==> config.mk <==
export PLATFORM = sky130hd
export DESIGN_NAME = dhr_unit
export DESIGN_NICKNAME = d
export VERILOG_FILES = /design/src/rtl/dhr_pkg.sv /design/src/rtl/dhr_cfg_regs.sv /design/src/rtl/dhr_side.sv /design/src/rtl/dhr_unit.sv
export SDC_FILE = /design/constraint.sdc
export NUM_CORES = 1
export LEC_CHECK = 0
export BUFFER_PORTS_ARGS = -buffer_cell sky130_fd_sc_hd__buf_2
export CORE_MARGIN = 4
export CORE_UTILIZATION = 55
export DETAILED_ROUTE_END_ITERATION = 8
export PLACE_DENSITY = 0.82
export SLEW_MARGIN = 20
export SYNTH_ARGS = -nofsm -noshare
export SYNTH_HDL_FRONTEND = slang
export SYNTH_HIERARCHICAL = 1
export SYNTH_SLANG_ARGS = --single-unit
==> constraint.sdc <==
create_clock -name clk_i -period 3.75 [get_ports clk_i]
set_input_delay 0.75 -clock clk_i [delete_from_list [all_inputs] [get_ports clk_i]]
set_output_delay 0.75 -clock clk_i [all_outputs]
set_load 0.01 [all_outputs]
==> src/rtl/dhr_pkg.sv <==
package dhr_pkg;
   typedef enum logic [2:0] {
      DHR_A_REQ   = 3'd0,
      DHR_A_HWSEL = 3'd1,
      DHR_A_MEM   = 3'd2,
      DHR_A_FLOW  = 3'd3,
      DHR_A_EN    = 3'd4
   } dhr_addr_e;
endpackage

==> src/rtl/dhr_cfg_regs.sv <==
module dhr_cfg_regs
   import dhr_pkg::*;
#(
   parameter int NUM_CH = 4,
   localparam int SIDE_W = 2 * NUM_CH
) (
   input  logic              clk_i,
   input  logic              rst_ni,
   input  logic              wr_i,
   input  logic [2:0]        addr_i,
   input  logic [SIDE_W-1:0] wdata_i,
   output logic [SIDE_W-1:0] hwsel_o,
   output logic [SIDE_W-1:0] mem_o,
   output logic [SIDE_W-1:0] flow_o,
   output logic [NUM_CH-1:0] en_o
);
   always_ff @(posedge clk_i or negedge rst_ni) begin
      if (!rst_ni) begin
         hwsel_o <= '1;
         mem_o   <= '0;
         flow_o  <= '0;
         en_o    <= '0;
      end else if (wr_i) begin
         case (addr_i)
            DHR_A_HWSEL: hwsel_o <= wdata_i;
            DHR_A_MEM:   mem_o   <= wdata_i;
            DHR_A_FLOW:  flow_o  <= wdata_i;
            DHR_A_EN:    en_o    <= wdata_i[NUM_CH-1:0];
            default: ;
         endcase
      end
   end

   AST_CFG_RESET_HW: assert property (@(posedge clk_i)
      $rose(rst_ni) |-> (hwsel_o == '1 && mem_o == '0 && en_o == '0));
endmodule

==> src/rtl/dhr_side.sv <==
module dhr_side (
   input  logic clk_i,
   input  logic rst_ni,
   input  logic req_wr_i,
   input  logic req_bit_i,
   input  logic hwsel_i,
   input  logic mem_i,
   input  logic flow_i,
   input  logic ch_en_i,
   input  logic hw_req_i,
   input  logic hw_last_i,
   input  logic done_i,
   output logic pend_o,
   output logic req_o,
   output logic last_o
);
   logic hw_req_q, hw_last_q, past_ok, set_ok;

   assign set_ok = req_wr_i & req_bit_i & ~hwsel_i & ~mem_i;

   always_ff @(posedge clk_i or negedge rst_ni) begin
      if (!rst_ni) begin
         pend_o    <= 1'b0;
         hw_req_q  <= 1'b0;
         hw_last_q <= 1'b0;
         past_ok   <= 1'b0;
      end else begin
         past_ok   <= 1'b1;
         hw_req_q  <= hw_req_i;
         hw_last_q <= hw_last_i;
         if (done_i)      pend_o <= 1'b0;
         else if (set_ok) pend_o <= 1'b1;
      end
   end

   always_comb begin
      if (mem_i)        req_o = ch_en_i;
      else if (hwsel_i) req_o = hw_req_q;
      else              req_o = pend_o;
   end

   assign last_o = flow_i & hw_last_q;

   AST_DONE_CLEARS: assert property (@(posedge clk_i) disable iff (!rst_ni)
      done_i |=> !pend_o);
   AST_ZERO_WRITE: assert property (@(posedge clk_i) disable iff (!rst_ni)
      (req_wr_i && !req_bit_i && !done_i) |=> pend_o == $past(pend_o));
   AST_HW_FOLLOW: assert property (@(posedge clk_i) disable iff (!rst_ni)
      (past_ok && hwsel_i && !mem_i) |-> req_o == $past(hw_req_i));
   AST_HW_IGNORE: assert property (@(posedge clk_i) disable iff (!rst_ni)
      (req_wr_i && req_bit_i && (hwsel_i || mem_i) && !pend_o) |=> !pend_o);
   AST_MEM_REQ: assert property (@(posedge clk_i) disable iff (!rst_ni)
      mem_i |-> req_o == ch_en_i);
   AST_LAST_GATE: assert property (@(posedge clk_i) disable iff (!rst_ni)
      !flow_i |-> !last_o);
endmodule

==> src/rtl/dhr_unit.sv <==
module dhr_unit
   import dhr_pkg::*;
#(
   parameter int NUM_CH = 4,
   localparam int SIDE_W = 2 * NUM_CH
) (
   input  logic              clk_i,
   input  logic              rst_ni,
   input  logic              reg_wr_i,
   input  logic [2:0]        reg_addr_i,
   input  logic [SIDE_W-1:0] reg_wdata_i,
   output logic [SIDE_W-1:0] reg_rdata_o,
   input  logic [SIDE_W-1:0] hw_req_i,
   input  logic [SIDE_W-1:0] hw_last_i,
   input  logic [SIDE_W-1:0] done_i,
   output logic [SIDE_W-1:0] eng_req_o,
   output logic [SIDE_W-1:0] eng_last_o
);
   if (NUM_CH < 1 || NUM_CH > 16) begin : g_bad_num_ch
      $error("dhr_unit: NUM_CH must be within 1..16");
   end

   logic [SIDE_W-1:0] hwsel, mem, flow, pend;
   logic [NUM_CH-1:0] en;
   logic              req_wr;

   assign req_wr = reg_wr_i && (reg_addr_i == DHR_A_REQ);

   dhr_cfg_regs #(.NUM_CH(NUM_CH)) u_cfg (
      .clk_i   (clk_i),
      .rst_ni  (rst_ni),
      .wr_i    (reg_wr_i),
      .addr_i  (reg_addr_i),
      .wdata_i (reg_wdata_i),
      .hwsel_o (hwsel),
      .mem_o   (mem),
      .flow_o  (flow),
      .en_o    (en)
   );

   for (genvar s = 0; s < SIDE_W; s++) begin : g_side
      localparam int CH = s / 2;
      dhr_side u_side (
         .clk_i     (clk_i),
         .rst_ni    (rst_ni),
         .req_wr_i  (req_wr),
         .req_bit_i (reg_wdata_i[s]),
         .hwsel_i   (hwsel[s]),
         .mem_i     (mem[s]),
         .flow_i    (flow[s]),
         .ch_en_i   (en[CH]),
         .hw_req_i  (hw_req_i[s]),
         .hw_last_i (hw_last_i[s]),
         .done_i    (done_i[s]),
         .pend_o    (pend[s]),
         .req_o     (eng_req_o[s]),
         .last_o    (eng_last_o[s])
      );
   end

   always_comb begin
      reg_rdata_o = '0;
      case (reg_addr_i)
         DHR_A_REQ:   reg_rdata_o = pend;
         DHR_A_HWSEL: reg_rdata_o = hwsel;
         DHR_A_MEM:   reg_rdata_o = mem;
         DHR_A_FLOW:  reg_rdata_o = flow;
         DHR_A_EN:    reg_rdata_o[NUM_CH-1:0] = en;
         default: ;
      endcase
   end

   AST_NO_SET_WHILE_DONE: assert property (@(posedge clk_i) disable iff (!rst_ni)
      (req_wr && done_i != '0) |=> ((pend & $past(done_i)) == '0));
endmodule

==> out/qor.yml <==
drc: 0
numClockSinks: 52
hp-class: "in -> async"
p_comb_frac: 0.218
antenna_found_initial: 0
cp.arrival_ns: 2.04
dpl_worst_slack_ns: 0.966
status: "finished clean"
crit_type: "in -> out"
post_cts_buffers: 0
cts-resized-gates: 0
ys_ff_latch: 52
required_ns: 3.00
max_cap_viol_count: 0
syn_to_final_growth_pct: 17.2
yosys.area.top_type_share: 0.443
die_h_um: 75.3
core_mm2: 0.00435
rr_endpoint: "g_side[1].u_side/pend_o"
grt_max_degree: 35
regToRegSetupSlack_ns: 2.85
place_area_mm2: 0.00280
tightest_slew_ns: 1.07
crit_fanout: 19
cts-root-buf: "clkbuf_8"
dr.pass1.iters: 4
synth_area_leaders: "dfrtp_1 44%, mux2_4 11%, dfstp_2 8.5%"
ir_drop_mv: 0.235
async_flop_share: 1.00
grtUsageTotal: 0.194
finalHoldViolations: 0
synth.top_cells.by_count: "44 x dfrtp_1, 18 x mux2_4, 13 x mux2_2, 12 x a21oi_1, 9 x mux2i_1"
layout.nets: 279
finalSetupViolCount: 0
synth.distinct_cells: 27
power.density_mw_per_mm2: 489
yosysWarnings: 6
diodes: 0
clkLatencyLatePin_ns: 0.31
io_buffers: 61
postLayoutSetupSlackWorst_ns: 0.958
slew-limit-headroom: 0.288
cts_tree: "yes"
vias: 1653
design_area_mm2: 0.00291
startpoint_type: "input port"
hpwl_um: 3460
yosys.area.top_type: "dfrtp_1"
path_clk_slew_ns: 0.09
fin_cells: 294
placed_cells: 286
wire_per_inst_um: 16.9
holdBufCountCts: 0
ff2ff_path_depth: 2
cp-end-kind: "output port"
grt_overflow: 0
fmax_ghz: 0.358
period_needed_ns: 2.79
synth_nets: 217
power.net_switching_mw: 0.381
drive_above_1_share: 0.455
die_w_um: 75.3
antenna_left: 0
synth_area_per_cell_um2: 13.9
grt_pass1_vias: 1674
synth_area_mm2: 0.00249
p_int_mw: 1.04
grt_pass1_wl_um: 8140
synth_enable_flop_cells: 0
p_leak_nw: 1.37
htreeDepth: 2
final.setup_skew_ns: 0.00435
fin_hold_ws_ns: 0.491
via_per_inst: 5.62
ys.flop_type: "dfrtp_1"
clockBufferDepth: 2
p_sw_frac: 0.268
finalMaxSlewViolations: 0
tns_ns: 0
cts_buffers: 5
floorplan.initialDensity: 0.571
routed_wl_um: 4980
seq_power_share: 0.511
rsz0062_at_grt: "no"
num_io_pins: 62
dieArea_mm2: 0.00566
place_congestion: 0.753
layout_worst_path_cycle_share: 0.744
synthCells: 179
reg2reg_from: "u_cfg/mem_o[1]"
ys_seq_area_frac: 0.527
drt_iter0_drc: 54
synth_most_common_cell: "dfrtp_1"
clkPwrFrac: 0.271
rows: 24
==> area by class of cell <==
cell class / count / area [µm²]
clock inverter: 2 / 38.8
multi-input combinational: 112 / 1080
timing repair buffer: 62 / 313
clock buffer: 6 / 72.6
tap: 52 / 65.1
sequential: 52 / 1310
inverter: 8 / 30.0
fill: 335 / 1440
==> cells by family after synthesis <==
family,synth area share
AO/OA/AOI/OAI,0.0609
buffers and inverters,0.0397
AND/OR/NAND/NOR,0.126
flip-flops,0.527
multiplexers,0.246
==> placed cells by master, fill, tap and decap left out, types with 4 or more instances in the layout <==
| master | instances |
|---|---|
| mux2_4 | 18 |
| nand4bb_1 | 8 |
| a21oi_1 | 12 |
| clkbuf_8 | 5 |
| buf_2 | 61 |
| mux2i_1 | 9 |
| dfstp_2 | 8 |
| and2_1 | 8 |
| mux4_1 | 4 |
| inv_1 | 8 |
| nor2b_1 | 4 |
| o21ai_0 | 8 |
| dfrtp_1 | 44 |
| nand2_1 | 8 |
| mux2_2 | 13 |
==> routing by layer <==
layer	part of all wire	vias up	global-route usage
met5	0	-	0
li1	-	773	-
met1	0.45	819	0.270
met2	0.47	53	0.299
met4	0.015	0	0.0757
met3	0.066	8	0.0427
==> power groups by stage <==
| stage | logic, mW | registers (mW) | clock network (mW) |
|---|---|---|---|
| after floorplan | 0.218 | 0.712 | 0 |
| after global placement | 0.305 | 0.734 | 0 |
| after detailed placement | 0.313 | 0.736 | 0 |
| after CTS | 0.314 | 0.728 | 0.396 |
| after global routing | 0.339 | 0.743 | 0.421 |
| final | 0.310 | 0.729 | 0.386 |
==> worst max-delay path by stage <==
stage	start	endpoint	cells after the start	slack, ns
after floorplan	reg_addr_i[0]	reg_rdata_o[2]	4	1.44
after global placement	reg_addr_i[0]	reg_rdata_o[5]	4	1.0
after detailed placement	reg_addr_i[0]	reg_rdata_o[6]	4	0.97
after CTS	reg_addr_i[0]	reg_rdata_o[6]	4	0.96
after global routing	reg_addr_i[0]	reg_rdata_o[6]	4	0.91
final	reg_addr_i[0]	reg_rdata_o[6]	4	0.96
==> sequential cells by signal, indices dropped and copies added (netlist names) <==
name and cells:
u_cfg/hwsel_o 8, u_cfg/en_o 4, g_side.u_side/hw_last_q 8, g_side.u_side/hw_req_q 8
u_cfg/mem_o 8, g_side.u_side/pend_o 8, u_cfg/flow_o 8
==> through the flow <==
stage               total power, mW  utilization
finish                         1.42        0.669
global route                   1.50        0.669
CTS                            1.44        0.669
detailed placement             1.05        0.644
global placement               1.04        0.644
floorplan                     0.929            -
==> worst max-delay path, stage by stage <==
cell and delay, ns:
buf_2 0.38, mux4_1 0.62, nor2b_1 0.14, buf_2 0.15
No activity file was read; power rests on OpenSTA's default activity.
